## src/rtl/tconv_pkg.sv

```systemverilog
package tconv_pkg;
  localparam int unsigned TEMP_W = 16;

  typedef enum logic {
    ST_IDLE = 1'b0,
    ST_RUN  = 1'b1
  } tconv_st_e;
endpackage

```

## src/rtl/tconv_period_timer.sv

```systemverilog
module tconv_period_timer #(
  parameter int unsigned PERIOD_CYC = 80
) (
  input  logic clk_i,
  input  logic rst_ni,
  input  logic run_i,
  output logic tick_o
);
  localparam int unsigned CNT_W = (PERIOD_CYC > 2) ? $clog2(PERIOD_CYC) : 1;
  localparam logic [CNT_W-1:0] LAST = CNT_W'(PERIOD_CYC - 1);

  logic [CNT_W-1:0] cnt_q;

  // held at zero outside normal mode so leaving low power restarts the period
  always_ff @(posedge clk_i or negedge rst_ni) begin
    if (!rst_ni)          cnt_q <= '0;
    else if (!run_i)      cnt_q <= '0;
    else if (cnt_q == LAST) cnt_q <= '0;
    else                  cnt_q <= cnt_q + 1'b1;
  end

  assign tick_o = run_i && (cnt_q == '0);
endmodule

```

## src/rtl/tconv_ctrl.sv

```systemverilog
module tconv_ctrl
  import tconv_pkg::*;
(
  input  logic clk_i,
  input  logic rst_ni,
  input  logic lp_i,
  input  logic tick_i,
  input  logic trig_i,
  input  logic done_i,
  output logic start_o,
  output logic run_o,
  output logic pwr_o,
  output logic capture_o
);
  tconv_st_e st_q, st_d;
  logic      go;
  logic      start_q, pwr_q;

  assign run_o     = (st_q == ST_RUN);
  assign go        = (st_q == ST_IDLE) && (lp_i ? trig_i : tick_i);
  assign capture_o = run_o && done_i;

  always_comb begin
    st_d = st_q;
    unique case (st_q)
      ST_IDLE: if (go)     st_d = ST_RUN;
      ST_RUN:  if (done_i) st_d = ST_IDLE;
      default: st_d = ST_IDLE;
    endcase
  end

  always_ff @(posedge clk_i or negedge rst_ni) begin
    if (!rst_ni) begin
      st_q    <= ST_IDLE;
      start_q <= 1'b0;
      pwr_q   <= 1'b0;
    end else begin
      st_q    <= st_d;
      start_q <= go;
      // powered in normal mode, or from launch until the result lands
      pwr_q   <= !lp_i || go || (run_o && !done_i);
    end
  end

  assign start_o = start_q;
  assign pwr_o   = pwr_q;
endmodule

```

## src/rtl/tconv_result.sv

```systemverilog
module tconv_result
  import tconv_pkg::*;
#(
  parameter int unsigned DATA_W = 12
) (
  input  logic              clk_i,
  input  logic              rst_ni,
  input  logic              capture_i,
  input  logic [DATA_W-1:0] data_i,
  output logic [TEMP_W-1:0] temp_o,
  output logic              vld_o
);
  localparam int unsigned PAD_W = (TEMP_W > DATA_W) ? TEMP_W - DATA_W : 0;

  logic [DATA_W-1:0] temp_q;
  logic              vld_q;

  always_ff @(posedge clk_i or negedge rst_ni) begin
    if (!rst_ni) begin
      temp_q <= '0;
      vld_q  <= 1'b0;
    end else begin
      vld_q <= capture_i;
      if (capture_i) temp_q <= data_i;
    end
  end

  generate
    if (PAD_W > 0) begin : g_pad
      assign temp_o = {temp_q, {PAD_W{1'b0}}};
    end else begin : g_full
      assign temp_o = temp_q[DATA_W-1 -: TEMP_W];
    end
  endgenerate

  assign vld_o = vld_q;
endmodule

```

## src/rtl/tconv_sequencer.sv

```systemverilog
module tconv_sequencer
  import tconv_pkg::*;
#(
  parameter int unsigned CLK_HZ    = 125_000_000,
  parameter int unsigned PERIOD_MS = 80,
  parameter int unsigned DATA_W    = 12
) (
  input  logic              clk_i,
  input  logic              rst_ni,
  input  logic              cfg_shdn_i,
  input  logic              cfg_oneshot_i,
  input  logic              os_trig_i,
  output logic              conv_start_o,
  input  logic              conv_done_i,
  input  logic [DATA_W-1:0] conv_data_i,
  output logic [TEMP_W-1:0] temp_o,
  output logic              sample_vld_o,
  output logic              pwr_en_o
);
  localparam int unsigned PERIOD_CYC = (CLK_HZ / 1000) * PERIOD_MS;

  logic lp_mode;
  logic tick;
  logic run_q;
  logic capture;

  assign lp_mode = cfg_shdn_i || cfg_oneshot_i;

  tconv_period_timer #(.PERIOD_CYC(PERIOD_CYC)) u_timer (
    .clk_i  (clk_i),
    .rst_ni (rst_ni),
    .run_i  (!lp_mode),
    .tick_o (tick)
  );

  tconv_ctrl u_ctrl (
    .clk_i     (clk_i),
    .rst_ni    (rst_ni),
    .lp_i      (lp_mode),
    .tick_i    (tick),
    .trig_i    (os_trig_i),
    .done_i    (conv_done_i),
    .start_o   (conv_start_o),
    .run_o     (run_q),
    .pwr_o     (pwr_en_o),
    .capture_o (capture)
  );

  tconv_result #(.DATA_W(DATA_W)) u_result (
    .clk_i     (clk_i),
    .rst_ni    (rst_ni),
    .capture_i (capture),
    .data_i    (conv_data_i),
    .temp_o    (temp_o),
    .vld_o     (sample_vld_o)
  );
endmodule

```

## config.mk

```make
export PLATFORM = sky130hd
export DESIGN_NAME = tconv_sequencer
export DESIGN_NICKNAME = d
export VERILOG_FILES = /design/src/rtl/tconv_pkg.sv /design/src/rtl/tconv_period_timer.sv /design/src/rtl/tconv_ctrl.sv /design/src/rtl/tconv_result.sv /design/src/rtl/tconv_sequencer.sv
export SDC_FILE = /design/constraint.sdc
export NUM_CORES = 1
export LEC_CHECK = 0
export BUFFER_PORTS_ARGS = -buffer_cell sky130_fd_sc_hd__buf_2
export CORE_MARGIN = 5
export CORE_UTILIZATION = 37
export DETAILED_ROUTE_END_ITERATION = 8
export SETUP_SLACK_MARGIN = 0.2
export SYNTH_ARGS = -nofsm -noshare
export SYNTH_HDL_FRONTEND = slang
export SYNTH_SLANG_ARGS = --single-unit
```

## constraint.sdc

```tcl
create_clock -name clk_i -period 3 [get_ports clk_i]
set_input_delay 0.75 -clock clk_i [delete_from_list [all_inputs] [get_ports clk_i]]
set_output_delay 0.75 -clock clk_i [all_outputs]
set_load 0.02 [all_outputs]
```

==> metrics.csv, run 1 <==
metric,value,unit
transition time of the tightest slew-check pin,0.863,ns
ANT cells,0,
largest net degree at the start of global routing,41,
Clock Pin Slew Worst Setup and Hold Paths,0.08,ns
vias per cell,4.97,
First DRT Iteration DRCs,68,
"antenna viol nets, final",0,
Die Width,82.2,um
final-report max-slew violation count,0,
postcts setup bufs,0,
Yosys cell types,34,
GR Overflow Total,0,
post-CTS sizing,0,
routed via count,1432,
Power Total,1.27,mW
Total Routing Usage GR,0.125,
vias in the first global route,1400,
Fin Setup TNS,0,ns
skew final,0.0102,ns
VDD IR-drop max,0.000293,V
"Cell Area, Synth",1930,um^2
CTS sink cnt,40,
final setup margin,0.918,ns
placed cells,280,
# fillers,531,
hold buffers post-CTS,0,
Slew headroom,0.425,
CTS buffer count,5,
Port Buffers,32,
final hold violations,0,
FP Rows,26,
Die Ht,82.2,um
status,"finished, final reports clean",
pre-CTS setup slack,0.936,ns
crit start category,flop,
worst path cell trace,"ha_1, nand2_1, or4_1, or3_1, a21oi_1",
CP max FO,7,
Final min period,2.08,ns
root buffer cell,clkbuf_8,
RSZ-0062 raised after global routing,no,
FMAX,480,MHz
Syn. warnings,0,
GPL Wtd Cong,0.821,
antenna violations before repair,0,
"Avg Cell Area, Syn",10.4,um^2
"commonest cells after routing, fill and taps aside","40 x dfrtp_1, 32 x buf_2, 17 x nor2_1",
PwrDens,567,nW/um^2
drt total wl,3840,um
final hold slack,0.494,ns
CP peak stage delay,0.60,ns
Reg2Reg Depth,5,
drt first pass iters,4,
post-DP HPWL,2800,um
maxcap violations,0,
critical path data arrival time,2.30,ns
#FFs+latches synth,40,
hold depth,1,
# setup viols final,0,
"most common cell after layout, fill and taps aside",dfrtp_1,
crit end category,flop,
sequential fraction of the synthesis area,0.518,
# DRC,0,
Bufs on Longest Clock Path,2,
die area,6760,um^2
final layout net count,237,
CTS tree,built,
clock latency at the later pin of the worst-skew pair,0.29,ns
layout cells sized above 1,0.261,
Cells after Synth,186,
Leak,0.935,nW
area grow syn2layout,15.7,%
Starting Density,0.380,
core area,5070,um^2
CP max-delay cell,or4_1,
Crit Path Class,reg -> reg,
final period utilization,0.694,
CTS H-tree lvls,2,
first-pass GRT wire length,6460,um
per-cell routed wire length,13.3,um
Hold/Removal Path Class,reg -> reg,
final std cells w/o fill,288,
CP required,3.22,ns
Ports,37,
[routing by layer]
metal | track usage | share of wire | routed length, um | vias to the layer above
met5 | 0 | 0 | 0 | -
met4 | 0.0349 | 0.016 | 61 | 0
met3 | 0.0358 | 0.023 | 90 | 6
met2 | 0.203 | 0.50 | 1910 | 11
met1 | 0.164 | 0.46 | 1780 | 699
li1 | - | - | - | 716
[Yosys cell counts]
cell / count / area share
dfrtp_1: 40 / 0.52
nor2_1: 17 / 0.033
mux2_2: 12 / 0.070
nand3_1: 10 / 0.026
nor4_1: 10 / 0.032
a21oi_1: 9 / 0.023
nand4_1: 9 / 0.029
nand2_1: 8 / 0.016
o21ai_0: 8 / 0.021
xnor2_1: 8 / 0.036
inv_1: 7 / 0.014
nor3_1: 5 / 0.013
xor2_1: 5 / 0.023
buf_4: 4 / 0.016
or3_1: 4 / 0.013
and4_1: 3 / 0.014
buf_2: 3 / 0.0078
clkbuf_1: 3 / 0.0058
nand3b_1: 3 / 0.012
a21bo_2: 2 / 0.010
ha_1: 2 / 0.013
or4_1: 2 / 0.0078
a21o_1: 1 / 0.0039
a31o_2: 1 / 0.0045
and3_1: 1 / 0.0032
buf_1: 1 / 0.0019
buf_6: 1 / 0.0058
conb_1: 1 / 0.0019
nand4_2: 1 / 0.0065
nor2b_1: 1 / 0.0032
nor3b_1: 1 / 0.0039
o21a_1: 1 / 0.0039
o21ai_1: 1 / 0.0026
or4_4: 1 / 0.0058
[state kept, by name (all words and copies together) (netlist names)]
signal           flops
u_ctrl.pwr_o         1
u_ctrl.run_o         1
u_ctrl.start_o       1
u_result.temp_q     12
u_result.vld_o       1
u_timer.cnt_q       24
[per-stage QoR]
step	util	cell area, um^2
2_1_floorplan	-	1940
3_3_place_gp	0.419	2130
3_5_place_dp	0.419	2130
4_1_cts	0.440	2230
5_1_grt	0.440	2230
6_report	0.440	2230
[critical path, delay by kind of cell, from the launching register on]
kind | cells | cell delay, ns
AND/OR/NAND/NOR | 3 | 1.13
flip-flops | 1 | 0.45
adder cells (fa/ha/maj) | 1 | 0.31
AO/OA/AOI/OAI | 1 | 0.14
[cells by family (layout without fill, tap and decap cells)]
logic type / after synthesis / in the layout / synth area share
AOI/OAI and AO/OA: 23 / 23 / 0.0693
xor gates and xnor gates: 13 / 13 / 0.0590
adders and majority gates: 2 / 2 / 0.0130
buffers and inverters: 19 / 48 / 0.0505
DFF: 40 / 40 / 0.518
muxes: 12 / 12 / 0.0700
other: 1 / 4 / 0.00194
and+or+nand+nor: 76 / 76 / 0.218
[power by group]
group | internal, mW | switching (mW) | total (mW) | leakage (nW)
clock network | 0.247 | 0.183 | 0.430 | 0.0552
registers | 0.592 | 0.0250 | 0.617 | 0.522
logic | 0.0876 | 0.132 | 0.219 | 0.358
[final timing paths]
check	from	to	slack [ns]
setup reg to reg	u_timer.cnt_q[0]$_DFF_PN0_	u_timer.cnt_q[20]$_DFF_PN0_	0.92
hold / removal	u_ctrl.run_o$_DFF_PN0_	u_ctrl.start_o$_DFF_PN0_	0.49
setup / recovery	u_timer.cnt_q[0]$_DFF_PN0_	u_timer.cnt_q[20]$_DFF_PN0_	0.92
max in group asynchronous	rst_ni	u_timer.cnt_q[4]$_DFF_PN0_	1.89
min in group asynchronous	rst_ni	u_timer.cnt_q[13]$_DFF_PN0_	0.57
hold reg to reg	u_ctrl.run_o$_DFF_PN0_	u_ctrl.start_o$_DFF_PN0_	0.49
[area by class of cell]
class | count | area [um^2] | area share
Timing Repair Buffer | 33 | 168 | 0.0751
Tap cell | 70 | 87.6 | 0.0392
Sequential cell | 40 | 1000 | 0.448
Multi-Input combinational cell | 130 | 843 | 0.378
Inverter | 7 | 26.3 | 0.0118
Clock buffer | 6 | 72.6 | 0.0325
Clock inverter | 2 | 35.0 | 0.0157
(Power assumes the default switching activity.)
==> inputs of run 2 (changes only) <==
Clock period 3 ns to 1.7 ns, I/O delays scaled along.
==> run 2 against run 1 <==
Net effect:
- first-iteration DRC count grew 34%
- clock power is 40% higher
- non-clock buffer count rose by 42
- critical path depth is 1 lower
- sequential power is 75% higher
- maximum frequency grew 25%
- worst setup slack got worse by 0.88 ns
- clock-buffer cell count down 1
- highest routed layer unchanged
- largest power group unchanged
==> metrics.csv, run 2 (synthesis results as in run 1) <==
metric,value,unit,change
status,"finished, final reports clean",,unchanged
Total Routing Usage GR,0.143,,was 0.125
"most common cell after layout, fill and taps aside",dfrtp_1,,unchanged
Clock Pin Slew Worst Setup and Hold Paths,0.07,ns,was 0.08 ns
maxcap violations,0,,unchanged
root buffer cell,clkbuf_8,,unchanged
per-cell routed wire length,14.2,um,was 13.3 um
VDD IR-drop max,0.000456,V,was 0.000293 V
vias per cell,5.13,,was 4.97
layout cells sized above 1,0.463,,was 0.261
CP max-delay cell,or4_4,,was or4_1
final-report max-slew violation count,0,,unchanged
# DRC,0,,unchanged
placed cells,306,,was 280
ANT cells,0,,unchanged
CP max FO,5,,was 7
CTS sink cnt,40,,unchanged
Bufs on Longest Clock Path,2,,unchanged
pre-CTS setup slack,0.0283,ns,was 0.936 ns
drt first pass iters,4,,unchanged
Die Width,82.2,um,unchanged
worst setup path startpoint,u_timer.cnt_q[10]$_DFF_PN0_,,was u_timer.cnt_q[0]$_DFF_PN0_
Crit Path Class,reg -> reg,,unchanged
area grow syn2layout,39.2,%,was 15.7%
"antenna viol nets, final",0,,unchanged
CP required,1.92,ns,was 3.22 ns
Ports,37,,unchanged
PwrDens,788,nW/um^2,was 567 nW/um^2
FMAX,601,MHz,was 480 MHz
CTS buffer count,5,,unchanged
critical path data arrival time,1.88,ns,was 2.30 ns
Top Registers,"u_timer.cnt_q x24, u_result.temp_q x12",,unchanged
FP Rows,26,,unchanged
post-DP HPWL,3250,um,was 2800 um
GR Overflow Total,0,,unchanged
final period utilization,0.978,,was 0.694
routed via count,1687,,was 1432
vias in the first global route,1608,,was 1400
crit start category,flop,,unchanged
Port Buffers,32,,unchanged
RSZ-0062 raised after global routing,yes,,was no
Hold/Removal Path Class,in -> async,,was reg -> reg
worst path cell trace,"nand4_1, or4_4, or3_4, a21oi_2",,"was ha_1, nand2_1, or4_1, or3_1, a21oi_1"
GPL Wtd Cong,0.804,,was 0.821
final layout net count,279,,was 237
largest net degree at the start of global routing,41,,unchanged
CTS H-tree lvls,2,,unchanged
Power Total,2.12,mW,was 1.27 mW
Leak,1.19,nW,was 0.935 nW
core area,5070,um^2,unchanged
drt total wl,4660,um,was 3840 um
final setup margin,0.0369,ns,was 0.918 ns
Final min period,1.66,ns,was 2.08 ns
first-pass GRT wire length,7400,um,was 6460 um
Slew headroom,0.608,,was 0.425
max reg flops,24,,unchanged
final std cells w/o fill,329,,was 288
CP peak stage delay,0.58,ns,was 0.60 ns
final hold violations,0,,unchanged
clock latency at the later pin of the worst-skew pair,0.29,ns,about the same
transition time of the tightest slew-check pin,0.587,ns,was 0.863 ns
# fillers,476,,was 531
die area,6760,um^2,unchanged
launch point of the worst reg-to-reg path,u_timer.cnt_q[10]$_DFF_PN0_,,was u_timer.cnt_q[0]$_DFF_PN0_
Die Ht,82.2,um,unchanged
CTS tree,built,,unchanged
crit end category,flop,,unchanged
First DRT Iteration DRCs,91,,was 68
"commonest cells after routing, fill and taps aside","38 x dfrtp_1, 36 x buf_4, 32 x buf_2",,"was 40 x dfrtp_1, 32 x buf_2, 17 x nor2_1"
Starting Density,0.380,,unchanged
skew final,0.00846,ns,was 0.0102 ns
antenna violations before repair,0,,unchanged
largest reg by FF count,u_timer.cnt_q,,unchanged
# setup viols final,0,,unchanged
[run 2: changes by cell type in the layout (fill, tap and decap cells not counted), sizes merged]
| cell | before | now |
|---|---|---|
| buf | 33 | 75 |
| clkbuf | 6 | 5 |
| clkinvlp | 0 | 1 |
| bufinv | 1 | 0 |
[run 2: power by group]
part / internal (mW) / total [mW] / leakage (nW) / switching, mW
clock network: 0.278 / 0.601 / 0.0400 / 0.323
registers: 1.04 / 1.08 / 0.519 / 0.0397
logic: 0.184 / 0.432 / 0.630 / 0.248
total: 1.51 / 2.12 / 1.19 / 0.611
[run 2: final timing paths]
| kind | depth (start not counted) | slack [ns] | end |
|---|---|---|---|
| setup / recovery | 4 | 0.04 | u_timer.cnt_q[21]$_DFF_PN0_ |
| hold / removal | 2 | 0.08 | u_timer.cnt_q[11]$_DFF_PN0_ |
| setup reg to reg | 4 | 0.04 | u_timer.cnt_q[21]$_DFF_PN0_ |
| hold reg to reg | 1 | 0.48 | u_ctrl.start_o$_DFF_PN0_ |
| max in group asynchronous | 2 | 1.40 | u_timer.cnt_q[17]$_DFF_PN0_ |
| min in group clk_i | 2 | 0.35 | u_result.temp_q[11]$_DFFE_PN0P_ |
[run 2: area by class of cell]
cell class | count | area [um^2] | area share
clock buffer | 5 | 68.8 | 0.0256
timing repair buffer | 75 | 518 | 0.193
multi-input combinational | 130 | 968 | 0.360
sequential | 40 | 1000 | 0.373
tap | 70 | 87.6 | 0.0326
inverter | 7 | 28.8 | 0.0107
clock inverter | 2 | 12.5 | 0.00466
[run 2: metal layers]
layer / up-vias / global-route usage / part of all wire
li1: 800 / - / -
met1: 848 / 0.191 / 0.43
met2: 33 / 0.228 / 0.53
met3: 6 / 0.0293 / 0.032
met4: 0 / 0.0532 / 0.010
met5: - / 0 / 0
[run 2: stage by stage]
stage	util	cell area, um^2	TNS (ns)	hold WS, ns
2_1_floorplan	-	1990	0	0.129
3_3_place_gp	0.465	2360	0	0.411
3_5_place_dp	0.465	2360	0	0.417
4_1_cts	0.499	2530	0	0.0986
5_1_grt	0.530	2690	-0.199	0.105
6_report	0.530	2690	0	0.0813
[run 2: worst max-delay path, delay by kind of cell, from the launching register on]
family | cells | cell delay, ns
flip-flops | 1 | 0.39
AND/OR/NAND/NOR | 3 | 1.08
AO/OA/AOI/OAI | 1 | 0.13
[run 2: what timing repair did]
| action | 4_1_cts | 5_1_grt |
|---|---|---|
| gates cloned | 0 | 1 |
| gates resized for setup | 7 | 24 |
| hold buffers | 0 | 0 |
| pin swaps | 8 | 8 |
| endpoints found under the setup margin | 25 | 25 |
| setup buffers | 9 | 6 |
==> inputs of run 3 (changes only) <==
Settings changed: BUFFER_PORTS_ARGS -buffer_cell sky130_fd_sc_hd__buf_2 to -buffer_cell sky130_fd_sc_hd__buf_4.
Clock period 1.7 ns to 1.4 ns, I/O delays scaled along.
==> run 3 against run 2 <==
Net effect:
- the flow now finishes with violations (setup timing)
- combinational power grew 47%
- largest cell class unchanged
- non-clock buffer count increased by 3
- critical path type unchanged
- global-route usage increased by 0.59 points
- core utilization grew 3.3 points
- sequential share of layout area is 2.2 points lower
- largest power group unchanged
- highest routed layer unchanged
- critical path depth is 1 higher
- critical endpoint is now u_timer.cnt_q[18]$_DFF_PN0_
==> metrics.csv, run 3 (synthesis results as in run 1) <==
metric,value,unit,change
worst path cell trace,"ha_4, nand2_4, or4_4, or3_4, a21oi_2",,"was nand4_1, or4_4, or3_4, a21oi_2"
Slew headroom,0.659,,was 0.608
final core occ,0.562,,was 0.530
CTS buffer count,5,,unchanged
launch point of the worst reg-to-reg path,u_timer.cnt_q[1]$_DFF_PN0_,,was u_timer.cnt_q[10]$_DFF_PN0_
drt total wl,4770,um,was 4660 um
per-cell routed wire length,14.3,um,was 14.2 um
CP max FO,4,,was 5
RSZ-0062 raised after global routing,yes,,unchanged
"most common cell after layout, fill and taps aside",buf_4,,was dfrtp_1
Bufs on Longest Clock Path,2,,unchanged
First DRT Iteration DRCs,89,,was 91
layout cells sized above 1,0.456,,was 0.463
# fillers,456,,was 476
clock latency at the later pin of the worst-skew pair,0.29,ns,about the same
worst setup path startpoint,u_timer.cnt_q[1]$_DFF_PN0_,,was u_timer.cnt_q[10]$_DFF_PN0_
CTS sink cnt,40,,unchanged
Total Routing Usage GR,0.149,,was 0.143
largest reg by FF count,u_timer.cnt_q,,unchanged
largest net degree at the start of global routing,41,,unchanged
hold buffers post-CTS,0,,unchanged
P_sw,0.785,mW,was 0.611 mW
GPL Wtd Cong,0.870,,was 0.804
final setup margin,-0.269,ns,was 0.0369 ns
CP Capture Point,u_timer.cnt_q[18]$_DFF_PN0_,,was u_timer.cnt_q[21]$_DFF_PN0_
final-report max-slew violation count,0,,unchanged
internal power,2.14,mW,was 1.51 mW
pre-CTS setup slack,-0.277,ns,was 0.0283 ns
Crit Path Class,reg -> reg,,unchanged
CP max-delay cell,or4_4,,unchanged
final hold violations,0,,unchanged
PwrDens,1020,nW/um^2,was 788 nW/um^2
CP top delay family,simple AND/OR/NAND/NOR gates,,unchanged
die area,6760,um^2,unchanged
critical path depth,5,,was 4
core area,5070,um^2,unchanged
antenna violations before repair,0,,unchanged
Starting Density,0.380,,unchanged
drt first pass iters,4,,unchanged
area of the multi-input gates,962,um^2,was 968 um^2
Die Ht,82.2,um,unchanged
Final min period,1.67,ns,was 1.66 ns
Clock Pin Slew Worst Setup and Hold Paths,0.08,ns,was 0.07 ns
"antenna viol nets, final",0,,unchanged
# setup viols final,25,,was 0
# DRC,0,,unchanged
vias in the first global route,1638,,was 1608
Comb power frac,0.218,,was 0.204
"commonest cells after routing, fill and taps aside","59 x buf_4, 39 x dfrtp_1, 18 x buf_6",,"was 38 x dfrtp_1, 36 x buf_4, 32 x buf_2"
FMAX,599,MHz,was 601 MHz
CP peak stage delay,0.50,ns,was 0.58 ns
skew final,0.00654,ns,was 0.00846 ns
status,"finished, violations left",,"was finished, final reports clean"
routed via count,1650,,was 1687
final layout net count,282,,was 279
ANT cells,0,,unchanged
vias per cell,4.95,,was 5.13
crit start category,flop,,unchanged
final hold slack,0.0160,ns,was 0.0813 ns
Top Registers,"u_timer.cnt_q x24, u_result.temp_q x12",,unchanged
CTS tree,built,,unchanged
Ports,37,,unchanged
Sw Share,0.268,,was 0.289
critical path data arrival time,1.89,ns,was 1.88 ns
Leak,1.27,nW,was 1.19 nW
area grow syn2layout,47.8,%,was 39.2%
GR Overflow Total,0,,unchanged
maxcap violations,0,,unchanged
transition time of the tightest slew-check pin,0.511,ns,was 0.587 ns
r2r setup slk,-0.27,ns,was 0.04 ns
crit end category,flop,,unchanged
CP required,1.62,ns,was 1.92 ns
Port Buffers,32,,unchanged
failing checks,setup timing,,
sequential share of power,0.460,,was 0.512
first-pass GRT wire length,7620,um,was 7400 um
Reg2Reg Depth,5,,was 4
Sequential Area,1000,um^2,about the same
R2R Path End,u_timer.cnt_q[18]$_DFF_PN0_,,was u_timer.cnt_q[21]$_DFF_PN0_
VDD IR-drop max,0.000754,V,was 0.000456 V
FP Rows,26,,unchanged
max reg flops,24,,unchanged
Die Width,82.2,um,unchanged
clock network power share,0.322,,was 0.284
Crit path buffers/inverters,0,,unchanged
Hold/Removal Path Class,in -> async,,unchanged
root buffer cell,clkbuf_8,,unchanged
final period utilization,1.19,,was 0.978
post-DP HPWL,3320,um,was 3250 um
CTS H-tree lvls,2,,unchanged
==> run 3: cell count changes in the layout (fill, tap and decap cells not counted), sizes merged <==
cell / previous run / this run
bufinv: 0 / 1
clkinvlp: 1 / 0
buf: 75 / 78
clkbuf: 5 / 6
==> run 3: worst min-delay path by stage <==
stage	slack, ns	startpoint	to
6_report	0.02	rst_ni	u_timer.cnt_q[1]$_DFF_PN0_
5_1_grt	0.07	rst_ni	u_timer.cnt_q[8]$_DFF_PN0_
4_1_cts	0.04	rst_ni	u_timer.cnt_q[11]$_DFF_PN0_
3_5_place_dp	0.36	rst_ni	u_timer.cnt_q[11]$_DFF_PN0_
3_3_place_gp	0.37	rst_ni	u_timer.cnt_q[11]$_DFF_PN0_
2_1_floorplan	0.05	rst_ni	u_ctrl.pwr_o$_DFF_PN0_
==> run 3: through the flow <==
step	instance area [um^2]	std cells	setup TNS [ns]	power [mW]
floorplan	2000	189	-4.72	1.66
global placement	2540	318	-5.03	1.91
detailed placement	2540	318	-5.43	1.92
CTS	2780	331	-4.98	2.89
global route	2850	333	-6.75	3.04
finish	2850	333	-4.97	2.92
==> run 3: power groups by stage <==
stage          Combinational [mW]  Sequential [mW]  Clock [mW]
5_1_grt                     0.679             1.36        1.01
6_report                    0.637             1.34       0.941
3_3_place_gp                0.571             1.34           0
3_5_place_dp                0.575             1.35           0
4_1_cts                     0.594             1.33       0.964
2_1_floorplan               0.173             1.48           0
==> run 3: cell type report <==
type	count	area share
clock buffers	6	0.0254
clock inverters	2	0.0123
inverters	7	0.0101
multi-input cells	130	0.337
flip-flops and latches	40	0.351
well taps	70	0.0307
repair buffers	78	0.233
==> run 3: metal layers <==
layer,GRT usage,vias to the layer above,share of wire
met5,0,-,0
met4,0.0781,0,0.022
met3,0.0304,8,0.020
met2,0.243,21,0.52
met1,0.184,814,0.43
li1,-,807,-
==> run 3: worst register-to-register path, delay by kind of cell, from the launching register on <==
kind / cells / cell delay, ns
adder cells (fa/ha/maj): 1 / 0.16
AO/OA/AOI/OAI: 1 / 0.13
AND/OR/NAND/NOR: 3 / 0.91
flip-flops: 1 / 0.40
==> run 3: repair_timing <==
item | CTS | global route
endpoints found under the hold margin | 0 | 0
pin swaps | 10 | 1
setup endpoints to repair | 32 | 39
gates resized for setup | 18 | 17
gates cloned | 0 | 0
setup buffers | 5 | 2
